--- src/rtl/raster_pkg.sv ---
package raster_pkg;
  // Strobes passed from the control half to the datapath half.
  typedef struct packed {
    logic pixTick;    // last system cycle of a pixel period
    logic frameLoad;  // pixTick that also opens a new frame
    logic running;    // first frame has begun
    logic pclkPhase;  // high half of the pixel clock
  } strobe_t;
endpackage

--- src/rtl/raster_ctrl.sv ---
module raster_ctrl
  import raster_pkg::*;
#(
  parameter int DIV_W = 10
) (
  input  logic             clk,
  input  logic             rst,
  input  logic [DIV_W-1:0] divSel,
  input  logic             frameEnd,
  output strobe_t          stb
);

  logic [DIV_W-1:0] divCnt;
  logic [DIV_W-1:0] shadowDiv;
  logic [DIV_W-1:0] reloadVal;
  logic             phase;
  logic             running;
  logic             termCnt;
  logic             tick;
  logic             loadNow;

  always_comb begin
    termCnt   = (divCnt == '0);
    tick      = termCnt & phase;
    loadNow   = tick & (~running | frameEnd);
    reloadVal = (~running | loadNow) ? divSel : shadowDiv;
    stb.pixTick   = tick;
    stb.frameLoad = loadNow;
    stb.running   = running;
    stb.pclkPhase = phase;
  end

  always_ff @(posedge clk) begin
    if (rst) begin
      divCnt    <= '0;
      shadowDiv <= '0;
      phase     <= 1'b0;
      running   <= 1'b0;
    end else begin
      if (termCnt) begin
        divCnt <= reloadVal;
        phase  <= ~phase;
      end else begin
        divCnt <= divCnt - 1'b1;
      end
      if (loadNow) begin
        running   <= 1'b1;
        shadowDiv <= divSel;
      end
    end
  end

  AST_TICK_SINGLE: assert property (@(posedge clk) disable iff (rst)
    tick |=> !tick);
  AST_PCLK_FALLS: assert property (@(posedge clk) disable iff (rst)
    tick |=> !phase);
  AST_DIV_HOLD: assert property (@(posedge clk) disable iff (rst)
    !loadNow |=> $stable(shadowDiv));

endmodule

--- src/rtl/raster_axis.sv ---
module raster_axis #(
  parameter int W = 10
) (
  input  logic         clk,
  input  logic         rst,
  input  logic         load,
  input  logic         step,
  input  logic [W-1:0] syncLen,
  input  logic [W-1:0] backLen,
  input  logic [W-1:0] actLen,
  input  logic [W-1:0] frontLen,
  output logic [W+1:0] pos,
  output logic         inSync,
  output logic         inActive,
  output logic         atLast
);

  localparam int CW = W + 2;

  logic [W-1:0]  sSync, sBack, sAct, sFront;
  logic [CW-1:0] syncEnd, actStart, actEnd, lastIdx;

  always_comb begin
    syncEnd  = CW'(sSync) + CW'(1);
    actStart = syncEnd + CW'(sBack) + CW'(1);
    actEnd   = actStart + CW'(sAct) + CW'(1);
    lastIdx  = actEnd + CW'(sFront);
    inSync   = (pos < syncEnd);
    inActive = (pos >= actStart) && (pos < actEnd);
    atLast   = (pos == lastIdx);
  end

  always_ff @(posedge clk) begin
    if (rst) begin
      pos    <= '0;
      sSync  <= '0;
      sBack  <= '0;
      sAct   <= '0;
      sFront <= '0;
    end else if (load) begin
      pos    <= '0;
      sSync  <= syncLen;
      sBack  <= backLen;
      sAct   <= actLen;
      sFront <= frontLen;
    end else if (step) begin
      pos <= atLast ? '0 : pos + 1'b1;
    end
  end

  AST_POS_BOUND: assert property (@(posedge clk) disable iff (rst)
    pos <= lastIdx);
  AST_POS_WRAP: assert property (@(posedge clk) disable iff (rst)
    (step && atLast && !load) |=> (pos == '0));
  AST_SHADOW_HOLD: assert property (@(posedge clk) disable iff (rst)
    !load |=> $stable({sSync, sBack, sAct, sFront}));

endmodule

--- src/rtl/raster_datapath.sv ---
module raster_datapath
  import raster_pkg::*;
#(
  parameter int H_W = 10,
  parameter int V_W = 10
) (
  input  logic           clk,
  input  logic           rst,
  input  strobe_t        stb,
  input  logic [H_W-1:0] hSyncLen,
  input  logic [H_W-1:0] hBackLen,
  input  logic [H_W-1:0] hActLen,
  input  logic [H_W-1:0] hFrontLen,
  input  logic [V_W-1:0] vSyncLen,
  input  logic [V_W-1:0] vBackLen,
  input  logic [V_W-1:0] vActLen,
  input  logic [V_W-1:0] vFrontLen,
  output logic [H_W+1:0] hPos,
  output logic [V_W+1:0] vPos,
  output logic           hsyncRaw,
  output logic           vsyncRaw,
  output logic           denRaw,
  output logic           lineEndRaw,
  output logic           frameEnd
);

  logic hStep, vStep;
  logic hInSync, hInAct, hLast;
  logic vInSync, vInAct, vLast;

  assign hStep = stb.pixTick & stb.running;
  assign vStep = hStep & hLast;

  raster_axis #(.W(H_W)) uHorz (
    .clk(clk), .rst(rst), .load(stb.frameLoad), .step(hStep),
    .syncLen(hSyncLen), .backLen(hBackLen), .actLen(hActLen), .frontLen(hFrontLen),
    .pos(hPos), .inSync(hInSync), .inActive(hInAct), .atLast(hLast)
  );

  raster_axis #(.W(V_W)) uVert (
    .clk(clk), .rst(rst), .load(stb.frameLoad), .step(vStep),
    .syncLen(vSyncLen), .backLen(vBackLen), .actLen(vActLen), .frontLen(vFrontLen),
    .pos(vPos), .inSync(vInSync), .inActive(vInAct), .atLast(vLast)
  );

  always_comb begin
    hsyncRaw   = stb.running & hInSync;
    vsyncRaw   = stb.running & vInSync;
    denRaw     = stb.running & hInAct & vInAct;
    lineEndRaw = stb.running & hLast;
    frameEnd   = hLast & vLast;
  end

  AST_DEN_CLEAR_OF_SYNC: assert property (@(posedge clk) disable iff (rst)
    denRaw |-> (!hsyncRaw && !vsyncRaw));
  AST_LINE_END_WRAP: assert property (@(posedge clk) disable iff (rst)
    (lineEndRaw && stb.pixTick) |=> (hPos == '0));
  AST_FRAME_TOP: assert property (@(posedge clk) disable iff (rst)
    stb.frameLoad |=> (hPos == '0 && vPos == '0));

endmodule

--- src/rtl/tft_raster_gen.sv ---
module tft_raster_gen
  import raster_pkg::*;
#(
  parameter int DIV_W = 10,
  parameter int H_W   = 10,
  parameter int V_W   = 10
) (
  input  logic             clk,
  input  logic             rst,
  input  logic [DIV_W-1:0] divSel,
  input  logic [H_W-1:0]   hSyncLen,
  input  logic [H_W-1:0]   hBackLen,
  input  logic [H_W-1:0]   hActLen,
  input  logic [H_W-1:0]   hFrontLen,
  input  logic [V_W-1:0]   vSyncLen,
  input  logic [V_W-1:0]   vBackLen,
  input  logic [V_W-1:0]   vActLen,
  input  logic [V_W-1:0]   vFrontLen,
  input  logic             invHsync,
  input  logic             invVsync,
  input  logic             invDen,
  input  logic             invPclk,
  output logic             pixEn,
  output logic             pclkOut,
  output logic             hsyncOut,
  output logic             vsyncOut,
  output logic             denOut,
  output logic             lineEnd,
  output logic [H_W+1:0]   hPos,
  output logic [V_W+1:0]   vPos
);

  strobe_t stb;
  logic    frameEnd;
  logic    hsyncRaw, vsyncRaw, denRaw, lineEndRaw;

  raster_ctrl #(.DIV_W(DIV_W)) uCtrl (
    .clk(clk), .rst(rst), .divSel(divSel), .frameEnd(frameEnd), .stb(stb)
  );

  raster_datapath #(.H_W(H_W), .V_W(V_W)) uPath (
    .clk(clk), .rst(rst), .stb(stb),
    .hSyncLen(hSyncLen), .hBackLen(hBackLen), .hActLen(hActLen), .hFrontLen(hFrontLen),
    .vSyncLen(vSyncLen), .vBackLen(vBackLen), .vActLen(vActLen), .vFrontLen(vFrontLen),
    .hPos(hPos), .vPos(vPos),
    .hsyncRaw(hsyncRaw), .vsyncRaw(vsyncRaw), .denRaw(denRaw),
    .lineEndRaw(lineEndRaw), .frameEnd(frameEnd)
  );

  always_comb begin
    pixEn    = stb.pixTick;
    pclkOut  = (stb.running & stb.pclkPhase) ^ invPclk;
    hsyncOut = hsyncRaw ^ invHsync;
    vsyncOut = vsyncRaw ^ invVsync;
    denOut   = denRaw ^ invDen;
    lineEnd  = lineEndRaw;
  end

endmodule

--- config.mk ---
export PLATFORM = sky130hd
export DESIGN_NAME = tft_raster_gen
export DESIGN_NICKNAME = d
export VERILOG_FILES = /design/src/rtl/raster_pkg.sv /design/src/rtl/raster_ctrl.sv /design/src/rtl/raster_axis.sv /design/src/rtl/raster_datapath.sv /design/src/rtl/tft_raster_gen.sv
export SDC_FILE = /design/constraint.sdc
export NUM_CORES = 1
export LEC_CHECK = 0
export ABC_AREA = 1
export CAP_MARGIN = 10
export CORE_MARGIN = 2
export CORE_UTILIZATION = 40
export DETAILED_ROUTE_END_ITERATION = 8
export DONT_BUFFER_PORTS = 1
export PLACE_DENSITY_LB_ADDON = 0.12
export SLEW_MARGIN = 20
export SYNTH_ARGS = -nofsm -noshare
export SYNTH_HDL_FRONTEND = slang
export SYNTH_HIERARCHICAL = 1
export SYNTH_SLANG_ARGS = --single-unit
--- constraint.sdc ---
create_clock -name clk -period 10.5 [get_ports clk]
set_clock_uncertainty 0.15 [all_clocks]
set_input_delay 1.575 -clock clk [delete_from_list [all_inputs] [get_ports clk]]
set_output_delay 1.575 -clock clk [all_outputs]
set_load 0.01 [all_outputs]
* Word level (Yosys, flattened, before mapping) *
Cells that the tools add are included.

word-level totals
  input bits = 96
  output and inout port bits = 30
  latch bits = 0
  bits in registers = 126
  RAM bits = 0
  memories kept = 0
  logic and storage cells = 64
  ROM bits = 0

cells by class
  mux-type cells = 4
  magnitude comparators = 6
  reductions and logical operators = 4
  multiply operators = 0
  equal/unequal tests = 2
  shift operators = 0
  add/sub/neg operators = 15
  divide/modulo/power cells = 0
  bitwise logic cells = 19

operator list
  kind                                                 count
  adder 12 x 1 -> 12 bit (second input constant)       6
  adder 12 x 10 -> 12 bit                              6
  less-than comparator 12 bit                          4
  equality test 12 bit                                 2
  greater-or-equal comparator 12 bit                   2
  two-way mux 12 bit                                   2
  adder 10 x 1 -> 11 bit (second input constant)       2
  two-way mux 10 bit                                   2
  AND 1 bit                                            11
  zero test 10 bit                                     1
  subtractor 10 x 1 -> 10 bit (second input constant)  1
  bitwise XOR 1 bit                                    4
  logical AND 1 bit                                    2
  inverter 1 bit                                       2
  OR 1 bit                                             2
  OR reduction 2 bit                                   1

* Depth between registers and ports, before layout *
  depth after elaboration = 13
  mapped depth = 47

* Modules after synthesis *
The synthesis kept the hierarchy.

by module, submodules not included
  module                     area each (sq um)  cells each  seq. area each (sq um)  times used
  raster_axis (uPath.uVert)  4814.6             724         1041.0                  1
  raster_axis (uPath.uHorz)  4743.3             698         1041.0                  1
  raster_ctrl                1221.2             183         440.4                   1
  tft_raster_gen             65.1               17          0.0                     1
  raster_datapath            58.8               15          0.0                     1

* Worst setup path before layout *
No wires, ideal clock.

  kind = reg2out
  start point = register uPath.uHorz.sSync[0]
  end point = output port lineEnd
  arrival = 4.223 ns
  required time = 8.775 ns
  path slack = 4.552 ns
  cell stages (with the launch flop) = 33
  cell sequence = dfxtp_1 ha_1 nand3_1 xor2_1 inv_1 ha_1 nand2_1 o21ai_0 xor2_1 ha_1 nand2_1 inv_1 nand2_1 nand2_1 a21oi_1 xnor2_1 ha_1 a21o_1 nor2_1 nand2_1 nand2_1 nand2_1 nand2_1 nand2_1 nand2_1 nand2_1 inv_1 nand2_1 nor2_4 nand2_1 inv_1 nand2_2 inv_1

between the ends
  word-level cells in the longest chain between the ends = 8

ends and longest elaborated chain
  element                   line                   RTL
  start: declaration        raster_axis.sv:20      logic [W-1:0] sSync, sBack, sAct, sFront;
  start signal: assignment  raster_axis.sv:42      sSync <= syncLen;
  adder 10 x 1 -> 11 bit    raster_axis.sv:24      syncEnd = CW'(sSync) + CW'(1);
  adder 12 x 10 -> 12 bit   raster_axis.sv:25      actStart = syncEnd + CW'(sBack) + CW'(1);
  adder 12 x 1 -> 12 bit    raster_axis.sv:25
  adder 12 x 10 -> 12 bit   raster_axis.sv:26      actEnd = actStart + CW'(sAct) + CW'(1);
  adder 12 x 1 -> 12 bit    raster_axis.sv:26
  adder 12 x 10 -> 12 bit   raster_axis.sv:27      lastIdx = actEnd + CW'(sFront);
  equality test 12 bit      raster_axis.sv:30      atLast = (pos == lastIdx);
  via uPath.hLast           raster_datapath.sv:28  logic hInSync, hInAct, hLast;
  AND 1 bit                 raster_datapath.sv:50  lineEndRaw = stb.running & hLast;
  end: declaration          tft_raster_gen.sv:28   output logic lineEnd,

The timed path passes the listed nets, and every way through them passes these cells.

==> flow_summary.rst <==
.. list-table::
   :header-rows: 1

   * - Metric
     - Value
   * - Number of flops mapped to enable cells by yosys
     - 0
   * - Number of levels in the clock H-tree
     - 4
   * - Worst setup margin
     - 3110 ps
   * - Setup TNS
     - 0 ps
   * - Number of antenna violations at the first check in global routing
     - 1
   * - Initial core utilization
     - 40.6%
   * - Area of the core
     - 26900 um^2
   * - Hold endpoint
     - uCtrl/shadowDiv[0]
   * - Fraction of met3 tracks used by global routing
     - between 4 and 5%
   * - Registers with the most flip-flops
     - uPath/uHorz/pos (12), uPath/uVert/pos (12)
   * - Die span in y
     - 169 um
   * - Leak pwr
     - 6.22 nW
   * - Layout overhead on the synthesized area
     - 7.90%
   * - Worst Reg-to-Reg Cells
     - 43
   * - Count of distinct cell types in the synthesized netlist
     - 47
   * - Largest delay contributor family on the critical path
     - simple AND/OR/NAND/NOR gates
   * - Worst setup path class
     - reg -> reg
   * - Die area
     - roughly 29000 um^2
   * - Sort of element at the start of the critical path
     - flop
   * - Number of hold violations in the final report
     - 0
   * - Fraction of layout instances using a drive strength above 1
     - 7.23%
   * - Minimum setup slack after placement
     - 3040 ps
   * - RePlAce Congestion
     - about 0.86
   * - Minimum clock period
     - 7390 ps
   * - Clock buffer depth
     - 2
   * - Wirelength per Cell
     - 14.6 um
   * - Mean area per synthesized cell
     - roughly 6.7 um^2
   * - Cell type with the highest aggregate area in the netlist
     - dfxtp_1
   * - Met2 usage in global routing
     - 34.8%
   * - VDD IR-drop max
     - 82.4 uV
   * - Share of async-settable or async-resettable flops after synthesis
     - 0%
   * - Chip Width
     - 169 um
   * - Sinks on Clock Net
     - 126
   * - Total detailed-routing wirelength
     - 28.9 mm
   * - Slew Viols, Final
     - 0
   * - Highest-utilization routing layer at the global route stage
     - met2
   * - Total iterations of the first detailed-routing run
     - 5
   * - Count of buffer and inverter cells on the critical path
     - 10
   * - Area share of the leading cell type in the synthesized netlist
     - 23.1%
   * - Global-route wire length before repair
     - 47.1 mm
   * - Vias in the first global route
     - slightly above 9000
   * - Critical register-to-register path startpoint
     - uPath/uVert/sSync[0]
   * - Insertion delay to the later sink of the worst-skew pair
     - 430 ps
   * - Most used flip-flop cell after synthesis
     - dfxtp_1
   * - Hold path startpoint
     - uCtrl/shadowDiv[0]
   * - # DRC
     - 0
   * - Syn nets
     - roughly 1900
   * - RR Endpoint
     - uPath/uVert/pos[10]
   * - Leading post-synthesis cells by instance count
     - 340 x nand2_1, 250 x inv_1, 221 x nor2_1
   * - Most prevalent standard cell on the critical path
     - nand2_1
   * - Register bit total from synthesis
     - 126
   * - Global routing usage summed across all routing layers
     - 20.7%
   * - Synth warnings
     - 6
   * - Area of the multi-input gates
     - 7180 um^2
   * - Util after Layout
     - 43.8%
   * - Result of the run
     - complete, no violations
   * - Setup slack on the worst flop-to-flop path
     - 3110 ps
   * - Clock-pin slew of the registers on the worst-case setup and hold paths
     - 70 ps
   * - F_max
     - ~140 MHz
   * - HP Class
     - reg -> reg
   * - DP Cell Count
     - a little under 2000
   * - Proportion of power drawn by flip-flops and latches
     - 31.6%
   * - Number of nets in the layout
     - 1851
   * - Biggest area contributors in the synthesized netlist
     - dfxtp_1 23%, ha_1 15%, nand2_1 12%
   * - HPWL reported at the end of detailed placement
     - 22.7 mm
   * - Total area of sequential cells
     - 2520 um^2
   * - RSZ-0062 raised after global routing
     - false
   * - Hold-fix buffers at CTS
     - 0
   * - Ratio of final minimum period to clock period
     - a little over two thirds
   * - Slew at the pin closest to its max-slew limit
     - 903 ps
   * - Number of endpoints failing setup at the final stage
     - 0
   * - Count of standard-cell rows
     - 60
   * - Data required time of the worst path
     - approximately 11000 ps
   * - Number of cells produced by synthesis
     - 1637
   * - Slowest cell delay on critical path
     - 610 ps
   * - Internal Pwr Total
     - 1.13 mW
   * - Worst slew margin relative to its limit
     - 39.4%
   * - Root buffer selected by CTS
     - clkbuf_16
   * - Sum of internal, switching and leakage power
     - between 1.5 and 2 mW
   * - Count of maximum capacitance violations
     - 0
   * - Final Instance Count excl. Fillers
     - between 1500 and 2000
   * - Arrival time at the worst endpoint
     - roughly 7600 ps
   * - Count of routing violations after the opening detailed-route iteration
     - 490
   * - Cell type of the slowest stage on the worst timing path
     - buf_4
   * - Via count
     - 9743
   * - Number of cells traversed by the worst hold path
     - 2
   * - Number of top-level design ports
     - 126
   * - Seq/Total Area, Yosys
     - between 20% and 30%
   * - Inserted Diodes
     - 0
   * - Resized Gates After CTS
     - 0
   * - Kind of capture point of the worst setup path
     - flop
   * - Switching part of the total power
     - 37.2%
   * - Post-synthesis cell area
     - 10900 um^2
   * - TritonCTS clock tree
     - done
   * - Grt met1 use
     - 27.0%
   * - Maximum number of pins on one net before global-route repair
     - 82
   * - Via-per-instance ratio
     - roughly 5
   * - Most used standard cell by instance count after synthesis
     - nand2_1
   * - Reported net switching power
     - 0.671 mW
   * - Number of filler instances in the final layout
     - 2855
   * - Quantity of I/O buffers inserted on ports
     - 0
   * - Remaining Overflow, GRT
     - 0
   * - Power density over cell area
     - around 150 nW/um^2
   * - Share of power burned in the clock network
     - 35.6%
   * - Maximum fanout along the worst path
     - between 80 and 90
   * - Post-route antenna net violation count
     - 0
   * - Relative contribution of combinational cells to total power
     - 32.8%
   * - Total clock buffers created by CTS
     - 17
   * - Number of post-CTS setup repair buffers
     - 0
==> worst max path at each step <==
stage	startpoint	end	slack (ps)	depth (start not counted)
floorplan	uPath/uHorz/sSync[0]	lineEnd	4550	32
global placement	uPath/uVert/sSync[0]	uPath/uHorz/pos[10]	3060	41
detailed placement	uPath/uVert/sSync[0]	uPath/uVert/pos[10]	3040	43
CTS	uPath/uVert/sSync[0]	uPath/uVert/pos[10]	2990	43
global route	uPath/uVert/sSync[0]	uPath/uVert/pos[10]	2190	43
finish	uPath/uVert/sSync[0]	uPath/uVert/pos[10]	3110	43
==> through the flow <==
step	hold WS (ps)	area [um^2]
3_3_place_gp	298	11100
4_1_cts	311	11800
2_1_floorplan	287	10900
6_report	311	11800
5_1_grt	319	11800
3_5_place_dp	300	11100
==> power by group through the flow <==
stage | clock, mW | combinational (mW) | sequential, mW
2_1_floorplan | 0 | 0.490 | 0.565
3_3_place_gp | 0 | 0.585 | 0.580
3_5_place_dp | 0 | 0.594 | 0.579
4_1_cts | 0.663 | 0.598 | 0.569
5_1_grt | 0.679 | 0.690 | 0.576
6_report | 0.643 | 0.592 | 0.569
==> cell type report <==
class | instances | share of cell area [%]
multi-input cells | 1209 | 61.0
flip-flops and latches | 126 | 21.4
inverters | 260 | 8.32
clock buffers | 19 | 3.77
well taps | 341 | 3.63
clock inverters | 13 | 1.51
repair buffers | 5 | 0.319
==> cells in the final DEF, fill, tap and decap left out, types with 12 or more instances in the layout <==
master,count
a21oi_1,84
a31oi_1,12
clkbuf_16,17
dfxtp_1,126
ha_1,130
inv_1,248
nand2_1,340
nand2_2,25
nand3_1,91
nand4_1,20
nor2_1,221
nor3_1,12
o21ai_0,103
xnor2_1,25
xor2_1,52
==> cells by family (layout without fill, tap and decap cells) <==
kind of cell / count (synthesis) / in the layout / synth area share (%)
AOI/OAI and AO/OA: 240 / 240 / 12.2
adders and majority gates: 136 / 136 / 16.0
and+or+nand+nor: 755 / 755 / 31.3
xor gates and xnor gates: 78 / 78 / 6.33
buffers and inverters: 302 / 297 / 11.0
DFF: 126 / 126 / 23.1
==> worst reg2reg max path: cells and delay by family, from the launching register on <==
kind / cells / cell delay, ps
xor gates and xnor gates: 3 / 700
buffers and inverters: 10 / 1410
adders and majority gates: 4 / 1370
DFF: 1 / 510
and+or+nand+nor: 21 / 2340
AOI/OAI and AO/OA: 5 / 810
==> layer usage <==
metal / part of all wire, % / wire length [um] / vias to the layer above
met2: 46 / 13400 / 186
met5: 0 / 0 / -
met4: 1.3 / 381 / 0
li1: - / - / 5204
met3: 5.1 / 1460 / 25
met1: 47 / 13700 / 4328
Note: power is estimated with default switching activity, not from simulation.
